## config.mk

```make
export PLATFORM = sky130hd
export DESIGN_NAME = sg_chain_walker
export DESIGN_NICKNAME = d
export VERILOG_FILES = /design/src/rtl/sgw_pkg.sv /design/src/rtl/sgw_desc_fetch.sv /design/src/rtl/sgw_seg_port.sv /design/src/rtl/sg_chain_walker.sv
export SDC_FILE = /design/constraint.sdc
export NUM_CORES = 1
export LEC_CHECK = 0
export BUFFER_PORTS_ARGS = -buffer_cell sky130_fd_sc_hd__buf_2
export CELL_PAD_IN_SITES_DETAIL_PLACEMENT = 1
export CELL_PAD_IN_SITES_GLOBAL_PLACEMENT = 2
export CORE_ASPECT_RATIO = 0.7
export CORE_MARGIN = 4
export CORE_UTILIZATION = 36
export DETAILED_ROUTE_END_ITERATION = 8
export GPL_ROUTABILITY_DRIVEN = 0
export PLACE_DENSITY = 0.88
export SLEW_MARGIN = 10
export SYNTH_ARGS = -nofsm -noshare
export SYNTH_HDL_FRONTEND = slang
export SYNTH_SLANG_ARGS = --single-unit
```

## constraint.sdc

```tcl
create_clock -name clk -period 2.9 [get_ports clk]
set_input_delay 0.435 -clock clk [delete_from_list [all_inputs] [get_ports clk]]
set_output_delay 0.435 -clock clk [all_outputs]
set_load 0.03 [all_outputs]
```

## src/rtl/sgw_pkg.sv

```systemverilog
package sgw_pkg;

    localparam int WORD_W      = 32;
    localparam int DESC_WORDS  = 3;
    localparam int WORD_BYTES  = WORD_W / 8;
    localparam int IDX_W       = $clog2(DESC_WORDS);
    localparam int FLAG_END    = 0;
    localparam int FLAG_TOHOST = 1;
    localparam int FLAG_BITS   = 2;

    typedef logic [WORD_W-1:0] word_t;

    typedef struct packed {
        word_t addr;
        word_t len;
        logic  to_host;
    } seg_t;

    typedef struct packed {
        seg_t  seg;
        word_t link;
        logic  is_end;
    } desc_t;

    typedef enum logic [1:0] {
        ST_IDLE,
        ST_FETCH,
        ST_OFFER,
        ST_AWAIT
    } walk_st_e;

    function automatic word_t strip_flags(word_t w);
        word_t m;
        m = w;
        m[FLAG_BITS-1:0] = '0;
        return m;
    endfunction

    function automatic desc_t build_desc(word_t w_addr, word_t w_len, word_t w_link);
        desc_t d;
        d.seg.addr    = w_addr;
        d.seg.len     = w_len;
        d.seg.to_host = w_link[FLAG_TOHOST];
        d.link        = strip_flags(w_link);
        d.is_end      = w_link[FLAG_END];
        return d;
    endfunction

endpackage

```

## src/rtl/sgw_desc_fetch.sv

```systemverilog
module sgw_desc_fetch
    import sgw_pkg::*;
(
    input  logic  clk,
    input  logic  rst,
    input  logic  start,
    input  word_t start_addr,
    output logic  req_valid,
    input  logic  req_ready,
    output word_t req_addr,
    input  logic  rsp_valid,
    input  word_t rsp_data,
    output logic  desc_valid,
    output desc_t desc
);

    localparam logic [IDX_W-1:0] LAST_IDX = IDX_W'(DESC_WORDS - 1);

    logic [IDX_W-1:0] idx;
    logic             waiting;
    word_t            base_q;
    word_t            hold [DESC_WORDS];

    assign req_addr = base_q + word_t'(idx) * word_t'(WORD_BYTES);

    always_ff @(posedge clk) begin
        if (rst) begin
            req_valid  <= 1'b0;
            waiting    <= 1'b0;
            idx        <= '0;
            desc_valid <= 1'b0;
            base_q     <= '0;
            desc       <= '0;
            for (int i = 0; i < DESC_WORDS; i++) hold[i] <= '0;
        end else begin
            desc_valid <= 1'b0;
            if (start) begin
                base_q    <= start_addr;
                idx       <= '0;
                req_valid <= 1'b1;
                waiting   <= 1'b0;
            end else if (req_valid && req_ready) begin
                req_valid <= 1'b0;
                waiting   <= 1'b1;
            end else if (waiting && rsp_valid) begin
                waiting <= 1'b0;
                if (idx == LAST_IDX) begin
                    desc       <= build_desc(hold[0], hold[1], rsp_data);
                    desc_valid <= 1'b1;
                end else begin
                    hold[idx] <= rsp_data;
                    idx       <= idx + 1'b1;
                    req_valid <= 1'b1;
                end
            end
        end
    end

    // a stalled request keeps its address
    p_req_hold_r8: assert property (@(posedge clk) disable iff (rst)
        req_valid && !req_ready |=> req_valid && $stable(req_addr));

    // a request raised after a response steps by one word
    p_word_step_r3: assert property (@(posedge clk) disable iff (rst)
        $rose(req_valid) && !$past(start) |-> req_addr == $past(req_addr) + word_t'(WORD_BYTES));

    // no request while one is in flight
    p_single_flight_r3: assert property (@(posedge clk) disable iff (rst)
        req_valid && req_ready && !start |=> !req_valid);

endmodule

```

## src/rtl/sgw_seg_port.sv

```systemverilog
module sgw_seg_port
    import sgw_pkg::*;
(
    input  logic clk,
    input  logic rst,
    input  logic load,
    input  seg_t seg_in,
    output logic valid,
    input  logic ready,
    output seg_t seg_out
);

    always_ff @(posedge clk) begin
        if (rst) begin
            valid   <= 1'b0;
            seg_out <= '0;
        end else if (load) begin
            valid   <= 1'b1;
            seg_out <= seg_in;
        end else if (valid && ready) begin
            valid <= 1'b0;
        end
    end

    // a stalled segment offer keeps its fields
    p_seg_hold_r8: assert property (@(posedge clk) disable iff (rst)
        valid && !ready |=> valid && $stable(seg_out));

endmodule

```

## src/rtl/sg_chain_walker.sv

```systemverilog
module sg_chain_walker
    import sgw_pkg::*;
(
    input  logic        clk,
    input  logic        rst,
    input  logic        ptr_wr,
    input  logic [31:0] ptr_value,
    output logic        rd_req_valid,
    input  logic        rd_req_ready,
    output logic [31:0] rd_req_addr,
    input  logic        rd_rsp_valid,
    input  logic [31:0] rd_rsp_data,
    output logic        seg_valid,
    input  logic        seg_ready,
    output logic [31:0] seg_addr,
    output logic [31:0] seg_len,
    output logic        seg_to_host,
    input  logic        seg_done,
    output logic        busy,
    output logic        chain_done
);

    walk_st_e st;
    word_t    link_q;
    logic     end_q;
    logic     fetch_start;
    word_t    fetch_base;
    logic     desc_valid;
    desc_t    desc;
    seg_t     seg_q;

    assign fetch_start = (st == ST_IDLE && ptr_wr) ||
                         (st == ST_AWAIT && seg_done && !end_q);
    assign fetch_base  = (st == ST_IDLE) ? ptr_value : link_q;
    assign busy        = (st != ST_IDLE);

    sgw_desc_fetch u_fetch (
        .clk        (clk),
        .rst        (rst),
        .start      (fetch_start),
        .start_addr (fetch_base),
        .req_valid  (rd_req_valid),
        .req_ready  (rd_req_ready),
        .req_addr   (rd_req_addr),
        .rsp_valid  (rd_rsp_valid),
        .rsp_data   (rd_rsp_data),
        .desc_valid (desc_valid),
        .desc       (desc)
    );

    sgw_seg_port u_seg (
        .clk     (clk),
        .rst     (rst),
        .load    (desc_valid),
        .seg_in  (desc.seg),
        .valid   (seg_valid),
        .ready   (seg_ready),
        .seg_out (seg_q)
    );

    assign seg_addr    = seg_q.addr;
    assign seg_len     = seg_q.len;
    assign seg_to_host = seg_q.to_host;

    always_ff @(posedge clk) begin
        if (rst) begin
            st         <= ST_IDLE;
            chain_done <= 1'b0;
            link_q     <= '0;
            end_q      <= 1'b0;
        end else begin
            unique case (st)
                ST_IDLE: if (ptr_wr) begin
                    st         <= ST_FETCH;
                    chain_done <= 1'b0;
                end
                ST_FETCH: if (desc_valid) begin
                    st     <= ST_OFFER;
                    link_q <= desc.link;
                    end_q  <= desc.is_end;
                end
                ST_OFFER: if (seg_valid && seg_ready) st <= ST_AWAIT;
                ST_AWAIT: if (seg_done) begin
                    if (end_q) begin
                        st         <= ST_IDLE;
                        chain_done <= 1'b1;
                    end else begin
                        st <= ST_FETCH;
                    end
                end
                default: st <= ST_IDLE;
            endcase
        end
    end

    // completion and activity are exclusive
    p_done_idle_r7: assert property (@(posedge clk) disable iff (rst)
        chain_done |-> !busy);

    // no reads while idle
    p_no_read_idle_r7: assert property (@(posedge clk) disable iff (rst)
        !busy |-> !rd_req_valid);

    // a followed link is word aligned
    p_link_aligned_r6: assert property (@(posedge clk) disable iff (rst)
        $rose(rd_req_valid) && $past(st == ST_AWAIT) |-> rd_req_addr[FLAG_BITS-1:0] == '0);

    // segment offer and descriptor reads never overlap
    p_offer_excl_r3: assert property (@(posedge clk) disable iff (rst)
        seg_valid |-> !rd_req_valid);

    // a pointer write cannot end an active walk
    p_ignore_wr_r9: assert property (@(posedge clk) disable iff (rst)
        busy && ptr_wr && !seg_done |=> busy);

endmodule

```

==> results of run 1 <==
cell type report:
| cell class | count | area, sq um | area share (%) |
|---|---|---|---|
| Tap cell | 427 | 534 | 3.73 |
| Inverter | 8 | 30.0 | 0.210 |
| Sequential cell | 297 | 6620 | 46.2 |
| Multi-Input combinational cell | 802 | 4940 | 34.5 |
| Timing Repair Buffer | 200 | 1230 | 8.61 |
| Clock inverter | 15 | 165 | 1.15 |
| Antenna cell | 1 | 2.50 | 0.0175 |
| Clock buffer | 37 | 796 | 5.56 |
metal layers:
| metal | routed length [um] | up-vias |
|---|---|---|
| met4 | 471 | 0 |
| met1 | 15700 | 4637 |
| met5 | 0 | - |
| met2 | 16300 | 126 |
| met3 | 1340 | 38 |
| li1 | - | 4468 |
metrics by stage:
| stage | std cells | hold slack (ns) |
|---|---|---|
| after detailed placement | 1727 | 0.444 |
| after global routing | 1786 | 0.150 |
| after CTS | 1782 | 0.137 |
| after global placement | 1727 | 0.436 |
| after floorplan | 1211 | 0.428 |
| final | 1787 | 0.161 |
Yosys cell counts (all sizes together), types with 15 or more instances:
cell type  instances  share of area (%)
a21oi            132                5.6
a211oi            31                2.0
nand3            108                4.6
edfxtp            64                 16
xnor2             15                1.1
nand2             78                2.5
clkbuf            76                2.4
dfxtp            233                 39
o21ai             97                4.1
buf               28                1.1
mux2i             97                8.2
and2              66                3.5
nor2             103                3.3
worst max-delay path by stage:
stage | from | endpoint | slack, ns | cells past startpoint
floorplan | u_fetch.idx[0]$_SDFFE_PP0P_ | rd_req_addr[28] | 0.29 | 6
CTS | u_fetch.idx[1]$_SDFFE_PP0P_ | rd_req_addr[23] | -0.02 | 6
global route | u_fetch.base_q[3]$_SDFFE_PP0P_ | rd_req_addr[29] | -0.12 | 6
detailed placement | u_fetch.idx[1]$_SDFFE_PP0P_ | rd_req_addr[27] | 0.35 | 6
global placement | u_fetch.idx[1]$_SDFFE_PP0P_ | rd_req_addr[25] | 0.41 | 6
finish | u_fetch.base_q[3]$_SDFFE_PP0P_ | rd_req_addr[29] | -0.04 | 6
worst max-delay path, stage by stage (launching register included):
cell,delay (ns)
dfxtp_4,0.36
ha_4,0.29
a21oi_4,0.06
or4_4,0.52
nor4b_4,0.29
xor2_1,0.21
buf_4,0.20
flip-flops by register name, indices dropped and copies added (netlist names):
| signal | flops |
|---|---|
| u_seg.seg_out | 65 |
| u_fetch.idx | 2 |
| u_fetch.req_valid | 1 |
| u_fetch.desc | 96 |
| u_seg.valid | 1 |
| u_fetch.desc_valid | 1 |
| st | 2 |
| chain_done | 1 |
| end_q | 1 |
| link_q | 30 |
| u_fetch.base_q | 32 |
| u_fetch.waiting | 1 |
| u_fetch.hold | 64 |
power groups by stage:
stage / Clock [mW] / Sequential (mW) / Combinational (mW)
floorplan: 0 / 4.68 / 1.53
global placement: 0 / 4.72 / 2.15
detailed placement: 0 / 4.73 / 2.19
CTS: 3.94 / 4.67 / 2.22
global route: 4.12 / 4.71 / 2.44
finish: 3.86 / 4.69 / 2.25
logic make-up (layout without fill, tap and decap cells):
group	count (synthesis)	count (layout)	synth area share, %
AND/OR/NAND/NOR	399	399	16.7
flip-flops	297	297	55.7
AO/OA/AOI/OAI	266	266	12.1
buffers and inverters	112	260	3.81
multiplexers	97	97	8.22
XOR/XNOR	29	29	2.15
adder cells (fa/ha/maj)	11	11	1.23
other	0	1	0
timing repair:
action,CTS,global route
gates resized for setup,24,24
setup buffers,3,4
endpoints found under the setup margin,15,16
pin swaps,9,9
hold buffers,0,0
==> reports/metrics.yaml, run 1 <==
power:
  p_leak_nw: 5.47
  seq_power_share_pct: 43.4
  p_int_mw: 7.42
  ir_worst_vdd_mv: 0.413
  comb_power_share_pct: 20.8
  sw_frac_of_total_pct: 31.3
  switchingPower_mw: 3.37
  clock_power_share_pct: 35.7
  total_power_mw: 10.8
  p_per_area_mw_per_mm2: 754
min_path:
  hold_depth: 3
  hp-class: "primary input to flop"
  hp-start: "ptr_value[1]"
  hold_end: "u_fetch.base_q[1]$_SDFFE_PP0P_"
final_layout:
  n_fill_cell: 3627
  final_util_pct: 44.3
  drive_above_1_share_pct: 21.4
  final_common_cell: "dfxtp_1"
  final_area_sq_mm: 0.0143
  fin_nets: 1420
  mostFrequentLayoutCells: "dfxtp_1 (217), buf_2 (160), a21oi_1 (131)"
  area_delta_synth_final_pct: 21.2
worst_setup_path:
  startpoint_type: "flop"
  reg2reg_to: "u_fetch.hold[0][5]$_SDFFCE_PN0P_"
  cp.required_ns: 2.47
  worst_r2r_path_depth: 6
  reg2reg_from: "u_fetch.idx[1]$_SDFFE_PP0P_"
  path_class: "flop to output pin"
  r2r_slack_ns: 0.59
  cp.arrival_ns: 2.50
  crit_fanout: 7
  end_kind: "output pin"
synth:
  ys.flop_type: "dfxtp_1"
  syn_area_per_cell_sq_um: 9.76
  ys_types: 39
  mappedNetlistArea_sq_mm: 0.0118
  synth_cells: 1211
  ys_seq_elements: 297
  synth_warnings: 0
  synth_edf_count: 64
  synthArstFlopShare_pct: 0
  synth-seq-area-share_pct: 55.7
  syn-num-nets: 1293
placed_design:
  place_area_sq_mm: 0.0131
  dpl.hpwl_mm: 22.7
  portBuffers: 171
  pre_cts_slack_ns: 0.346
timing:
  final-hold-violation-count: 0
  period_share_pct: 101
  rsz0062_at_grt: "true"
  skew_ns: 0.0120
  slew_headroom_pct: 44.0
  timing.final.ws_setup_ns: -0.0367
  tns_ns: -0.0456
  tightest_slew_ns: 0.840
  post-route-min-period_ns: 2.94
  slew_viol_final: 0
  setup_violations: 3
  fmax_mhz: 341
floorplanning:
  die_x_um: 225
  die_area_sq_mm: 0.0358
  die_h_um: 160
  core_area_sq_mm: 0.0323
  io-pin-count: 172
  start_util_pct: 36.5
  row_count: 55
run_status:
  failed_checks: "setup timing"
  outcome: "complete, but fails checks"
clocking:
  clock_latency_ns: 0.56
  htree_levels: 1
  clock_path_buffers: 3
  cts_tree: "yes"
  root_buffer: "clkbuf_16"
  path_clk_slew_ns: 0.07
  clock_sinks: 297
  cts_made_buffers: 29
grt:
  track_usage_pct: 18.2
  grt_max_degree: 184
  grt_pass1_wl_mm: 53.3
  top_usage_layer: "met2"
  overflow: 0
  grt_pass1_vias: 9581
  grt_util_met3_pct: 3.37
  grt_antenna_before_repair: 0
  use_met2_pct: 30.2
  use_met1_pct: 25.4
drt:
  first_pass_iters: 5
  drc_errors: 0
  drtIter0Drc: 633
  wire_per_inst_um: 18.9
  vias_per_cell: 5.19
  vias: 9269
  wl_mm: 33.9
  ant_nets: 0
run:
  cap_violations: 0
(Power assumes the default switching activity.)
==> run 2: changes to the inputs <==
- CORE_UTILIZATION: 36 -> 32
- PLACE_DENSITY: 0.88 -> 0.83
- clock period: 2.9 -> 2.4 ns (I/O delays scaled with it)
==> run 2 against run 1 <==
Net effect: non-clock buffer count increased by 28; first-iteration DRC count decreased by 19%; critical path type unchanged; register-to-register slack got worse by 0.33 ns; highest routed layer is now met5; combinational power increased by 37%; largest cell class unchanged; critical endpoint is now rd_req_addr[31]; routed wire length increased by 4.4%; die area increased by 12%; the run still ends with setup timing left; clock skew decreased by 0.0025 ns.
==> reports/metrics.yaml, run 2 (synthesis gave the netlist of run 1 again) <==
run_status:
  outcome: "complete, but fails checks"
  failed_checks: "setup timing"
worst_setup_path:
  r2r_slack_ns: 0.26
  startpoint_type: "flop"
  worst_r2r_path_depth: 8
  crit_fanout: 7
  cp.required_ns: 2.04
  critical_path.endpoint: "rd_req_addr[31]"
  crit_start: "u_fetch.idx[1]$_SDFFE_PP0P_"
  reg2reg_to: "u_fetch.hold[0][3]$_SDFFCE_PN0P_"
  path_class: "flop to output pin"
  reg2reg_from: "u_fetch.idx[0]$_SDFFE_PP0P_"
  cp.arrival_ns: 2.44
  end_kind: "output pin"
power:
  comb_power_share_pct: 23.2
  p_leak_nw: 5.77
  switchingPower_mw: 4.16
  ir_worst_vdd_mv: 0.393
  sw_frac_of_total_pct: 31.2
  seq_power_share_pct: 42.1
  p_per_area_mw_per_mm2: 896
  clock_power_share_pct: 34.7
  p_int_mw: 9.17
grt:
  track_usage_pct: 17.0
  overflow: 0
  grt_antenna_before_repair: 2
  grt_pass1_vias: 9837
  grt_pass1_wl_mm: 55.4
  grt_max_degree: 146
placed_design:
  placed_cells: 1803
  place_area_sq_mm: 0.0135
  portBuffers: 171
  dpl.hpwl_mm: 23.8
final_layout:
  top_regs: "u_fetch.desc (96), u_seg.seg_out (65), u_fetch.hold (64)"
  register_area_sq_mm: 0.00660
  multiInputGateArea_sq_mm: 0.00511
  layout.cells.non_filler: 1873
  final_common_cell: "dfxtp_1"
  n_fill_cell: 4076
  largest_reg_flops: 96
  drive_above_1_share_pct: 23.7
  final_util_pct: 41.2
  area_delta_synth_final_pct: 25.9
  mostFrequentLayoutCells: "dfxtp_1 (226), buf_2 (147), a21oi_1 (131)"
  final_area_sq_mm: 0.0149
  largest-register: "u_fetch.desc"
  fin_nets: 1450
drt:
  ant_nets: 0
  vias_per_cell: 4.97
  drc_errors: 0
  first_pass_iters: 4
  wl_mm: 35.3
  wire_per_inst_um: 18.9
  drtIter0Drc: 514
  vias: 9311
clocking:
  clock_path_buffers: 3
  htree_levels: 1
  path_clk_slew_ns: 0.06
  clock_sinks: 297
  cts_made_buffers: 31
  cts_tree: "yes"
  holdBufCountCts: 0
  clock_latency_ns: 0.55
  root_buffer: "clkbuf_16"
timing:
  period_share_pct: 117
  final-hold-violation-count: 0
  timing.final.ws_setup_ns: -0.397
  fmax_mhz: 358
  rsz0062_at_grt: "true"
  post-route-min-period_ns: 2.80
  tightest_slew_ns: 0.693
  setup_violations: 23
  slew_viol_final: 0
  skew_ns: 0.00953
  slew_headroom_pct: 53.8
floorplanning:
  start_util_pct: 32.7
  row_count: 58
  io-pin-count: 172
  die_area_sq_mm: 0.0401
  die_h_um: 169
  core_area_sq_mm: 0.0361
  die_x_um: 238
min_path:
  hp-class: "primary input to flop"
  hp-start: "ptr_value[0]"
run:
  cap_violations: 0
run 2: changes by cell type in the layout (fill, tap and decap cells not counted), sizes merged:
cell,previous run,this run
bufinv,3,1
buf,199,227
clkbuf,38,47
inv,9,8
clkinv,8,10
clkinvlp,3,0
run 2: final cells by class:
class                           count  share of cell area [%]
Timing Repair Buffer              228                    10.5
Clock buffer                       46                    5.94
Sequential cell                   297                    44.4
Clock inverter                     11                   0.538
Tap cell                          480                    4.04
Antenna cell                        1                  0.0168
Multi-Input combinational cell    802                    34.4
Inverter                            8                   0.202
run 2: repair_timing:
item,4_1_cts,5_1_grt
pin swaps,8,13
cloned,0,0
resized for setup,46,32
setup buffers,5,8
setup endpoints to repair,26,27
run 2: power groups by stage:
stage / Sequential (mW) / Combinational (mW) / Clock [mW]
after global placement: 5.68 / 2.87 / 0
after global routing: 5.64 / 3.35 / 4.99
after detailed placement: 5.69 / 2.93 / 0
after floorplan: 5.68 / 1.88 / 0
final: 5.61 / 3.09 / 4.62
after CTS: 5.59 / 3.06 / 4.77
run 2: through the flow:
step / setup slack, ns / TNS (ns) / hold slack [ns] / power (mW)
final: -0.397 / -5.86 / 0.0767 / 13.3
after global routing: -0.512 / -8.76 / 0.0602 / 14.0
after CTS: -0.474 / -6.13 / 0.0411 / 13.4
after detailed placement: -0.0462 / -0.154 / 0.449 / 8.62
after global placement: 0.00562 / 0 / 0.438 / 8.54
after floorplan: -0.00925 / -0.00925 / 0.428 / 7.56
run 2: critical path, stage by stage, from the launching register on:
cell	delay (ns)
dfxtp_2	0.33
ha_4	0.27
a21oi_2	0.05
or4_4	0.55
buf_6	0.18
nor4_4	0.18
xor2_2	0.17
buf_6	0.15
run 2: how the worst min path moves through the flow:
stage	end	slack [ns]	cells after the start
2_1_floorplan	link_q[10]$_SDFFE_PP0P_	0.43	2
3_3_place_gp	u_fetch.base_q[0]$_SDFFE_PP0P_	0.44	2
3_5_place_dp	u_fetch.base_q[1]$_SDFFE_PP0P_	0.45	2
4_1_cts	u_fetch.base_q[0]$_SDFFE_PP0P_	0.04	3
5_1_grt	u_fetch.base_q[0]$_SDFFE_PP0P_	0.06	3
6_report	u_fetch.base_q[0]$_SDFFE_PP0P_	0.08	3
run 2: metal layers:
layer	vias up	global-route usage, %	wire (um)
met1	4582	22.9	16100
li1	4535	-	-
met3	50	3.47	1700
met4	4	2.74	591
met5	-	0	21
met2	140	29.0	16900
==> run 3: changes to the inputs <==
- CORE_UTILIZATION: 32 -> 38
- PLACE_DENSITY: 0.83 -> 0.91
- clock period: 2.4 -> 3.4 ns (I/O delays scaled with it)
==> run 3 against run 2 <==
Net effect: the flow now finishes without violations; non-clock buffer count down 40; die area down 15%; cell count decreased by 5.9%; routed wire length decreased by 5.4%; combinational power decreased by 40%; critical path depth fell by 1; largest power group unchanged.
==> reports/metrics.yaml, run 3 (synthesis gave the netlist of run 1 again) <==
run_status:
  outcome: "finished, final reports clean"
floorplanning:
  io-pin-count: 172
  die_area_sq_mm: 0.0340
  row_count: 53
  die_h_um: 156
  start_util_pct: 39.0
  die_x_um: 219
  core_area_sq_mm: 0.0303
final_layout:
  top_regs: "u_fetch.desc (96), u_seg.seg_out (65), u_fetch.hold (64)"
  fin_nets: 1409
  layout.cells.non_filler: 1763
  mostFrequentLayoutCells: "dfxtp_1 (232), buf_2 (170), a21oi_1 (132)"
  n_fill_cell: 3450
  largest_reg_flops: 96
  drive_above_1_share_pct: 18.7
  final_area_sq_mm: 0.0140
  multiInputGateArea_sq_mm: 0.00482
  largest-register: "u_fetch.desc"
  antennaDiodeCount: 0
  area_delta_synth_final_pct: 18.7
  register_area_sq_mm: 0.00659
  final_common_cell: "dfxtp_1"
clocking:
  cts_setup_buffers: 0
  clock_sinks: 297
  clock_path_buffers: 3
  htree_levels: 1
  clock_latency_ns: 0.57
  cts_made_buffers: 30
  cts_tree: "yes"
  holdBufCountCts: 0
  path_clk_slew_ns: 0.06
  ctsResizeCount: 0
  root_buffer: "clkbuf_16"
timing:
  skew_ns: 0.0292
  tightest_slew_ns: 1.07
  slew_headroom_pct: 28.7
  setup_violations: 0
  slew_viol_final: 0
  final-hold-violation-count: 0
  timing.final.ws_setup_ns: 0.207
  period_share_pct: 93.9
  holdWs_ns: 0.233
  post-route-min-period_ns: 3.19
  tns_ns: 0
  rsz0062_at_grt: "false"
  fmax_mhz: 313
worst_setup_path:
  crit_family: "simple AND/OR/NAND/NOR gates"
  cp.required_ns: 2.89
  cp_cell_sequence: "ha_1 > a21oi_1 > or4_4 > nor4b_2 > xor2_1 > buf_2"
  critPathSlowestCell: "or4_4"
  reg2reg_from: "u_fetch.idx[0]$_SDFFE_PP0P_"
  slowest_delay_ns: 0.63
  cp.arrival_ns: 2.68
  path_class: "flop to output pin"
  startpoint_type: "flop"
  crit_fanout: 7
  crit_start: "u_fetch.idx[1]$_SDFFE_PP0P_"
  cp_num_buf_inv: 1
  end_kind: "output pin"
grt:
  grt_pass1_vias: 9559
  overflow: 0
  grt_pass1_wl_mm: 53.0
  track_usage_pct: 19.1
  grt_antenna_before_repair: 3
  grt_max_degree: 158
drt:
  vias: 9206
  drc_errors: 0
  ant_nets: 0
  vias_per_cell: 5.22
  drtIter0Drc: 490
  wl_mm: 33.5
  first_pass_iters: 5
  wire_per_inst_um: 19.0
power:
  p_leak_nw: 5.34
  ir_worst_vdd_mv: 0.539
  p_per_area_mw_per_mm2: 655
min_path:
  hp-start: "ptr_value[0]"
  hp-class: "primary input to flop"
placed_design:
  place_area_sq_mm: 0.0130
  placed_cells: 1707
  pre_cts_slack_ns: 0.647
  portBuffers: 171
  dpl.hpwl_mm: 22.3
run:
  cap_violations: 0
## run 3: cell count changes in the layout (fill, tap and decap cells not counted), sizes merged
cell    change
clkbuf      +1
buf        -40
clkinv      -3
diode       -1
bufinv      +1
## run 3: metal layers
metal	up-vias	GRT usage, %	wire [um]	part of all wire, %
met4	6	2.80	394	1.2
li1	4444	-	-	-
met3	38	3.23	1230	3.7
met1	4572	26.0	15500	46
met2	146	33.2	16300	49
met5	-	0	36	0.11
## run 3: where the power goes
| group | internal (mW) | total, mW | switching [mW] |
|---|---|---|---|
| Combinational | 0.599 | 1.84 | 1.24 |
| Clock | 1.98 | 3.39 | 1.40 |
| Sequential | 3.77 | 3.97 | 0.192 |
| Total | 6.36 | 9.19 | 2.83 |
## run 3: path summary, 6_finish.rpt
check	endpoint	slack, ns	depth (start not counted)
worst max-delay path	rd_req_addr[27]	0.21	6
worst min-delay path	u_fetch.base_q[0]$_SDFFE_PP0P_	0.23	3
worst max register to register	u_fetch.hold[1][24]$_SDFFCE_PN0P_	0.62	5
worst min register to register	link_q[27]$_SDFFE_PP0P_	0.45	2
## run 3: worst reg2reg max path: stages, from the launching register on
cell and delay, ns:
dfxtp_1 0.40, inv_1 0.12, ha_1 0.24, nand4b_1 0.50
nor4_4 0.40, or2_2 0.73
## run 3: through the flow
| stage | power, mW | util [%] |
|---|---|---|
| after CTS | 9.30 | 46.3 |
| after floorplan | 5.30 | - |
| final | 9.19 | 46.3 |
| after global routing | 9.63 | 46.3 |
| after global placement | 5.85 | 42.9 |
| after detailed placement | 5.91 | 42.9 |
## run 3: area by class of cell
type                       instances  share of cell area (%)
clock inverter                     9                   0.785
multi-input combinational        802                    34.4
sequential                       297                    47.0
timing repair buffer             188                    7.52
clock buffer                      47                    6.46
inverter                           8                   0.214
tap                              412                    3.67
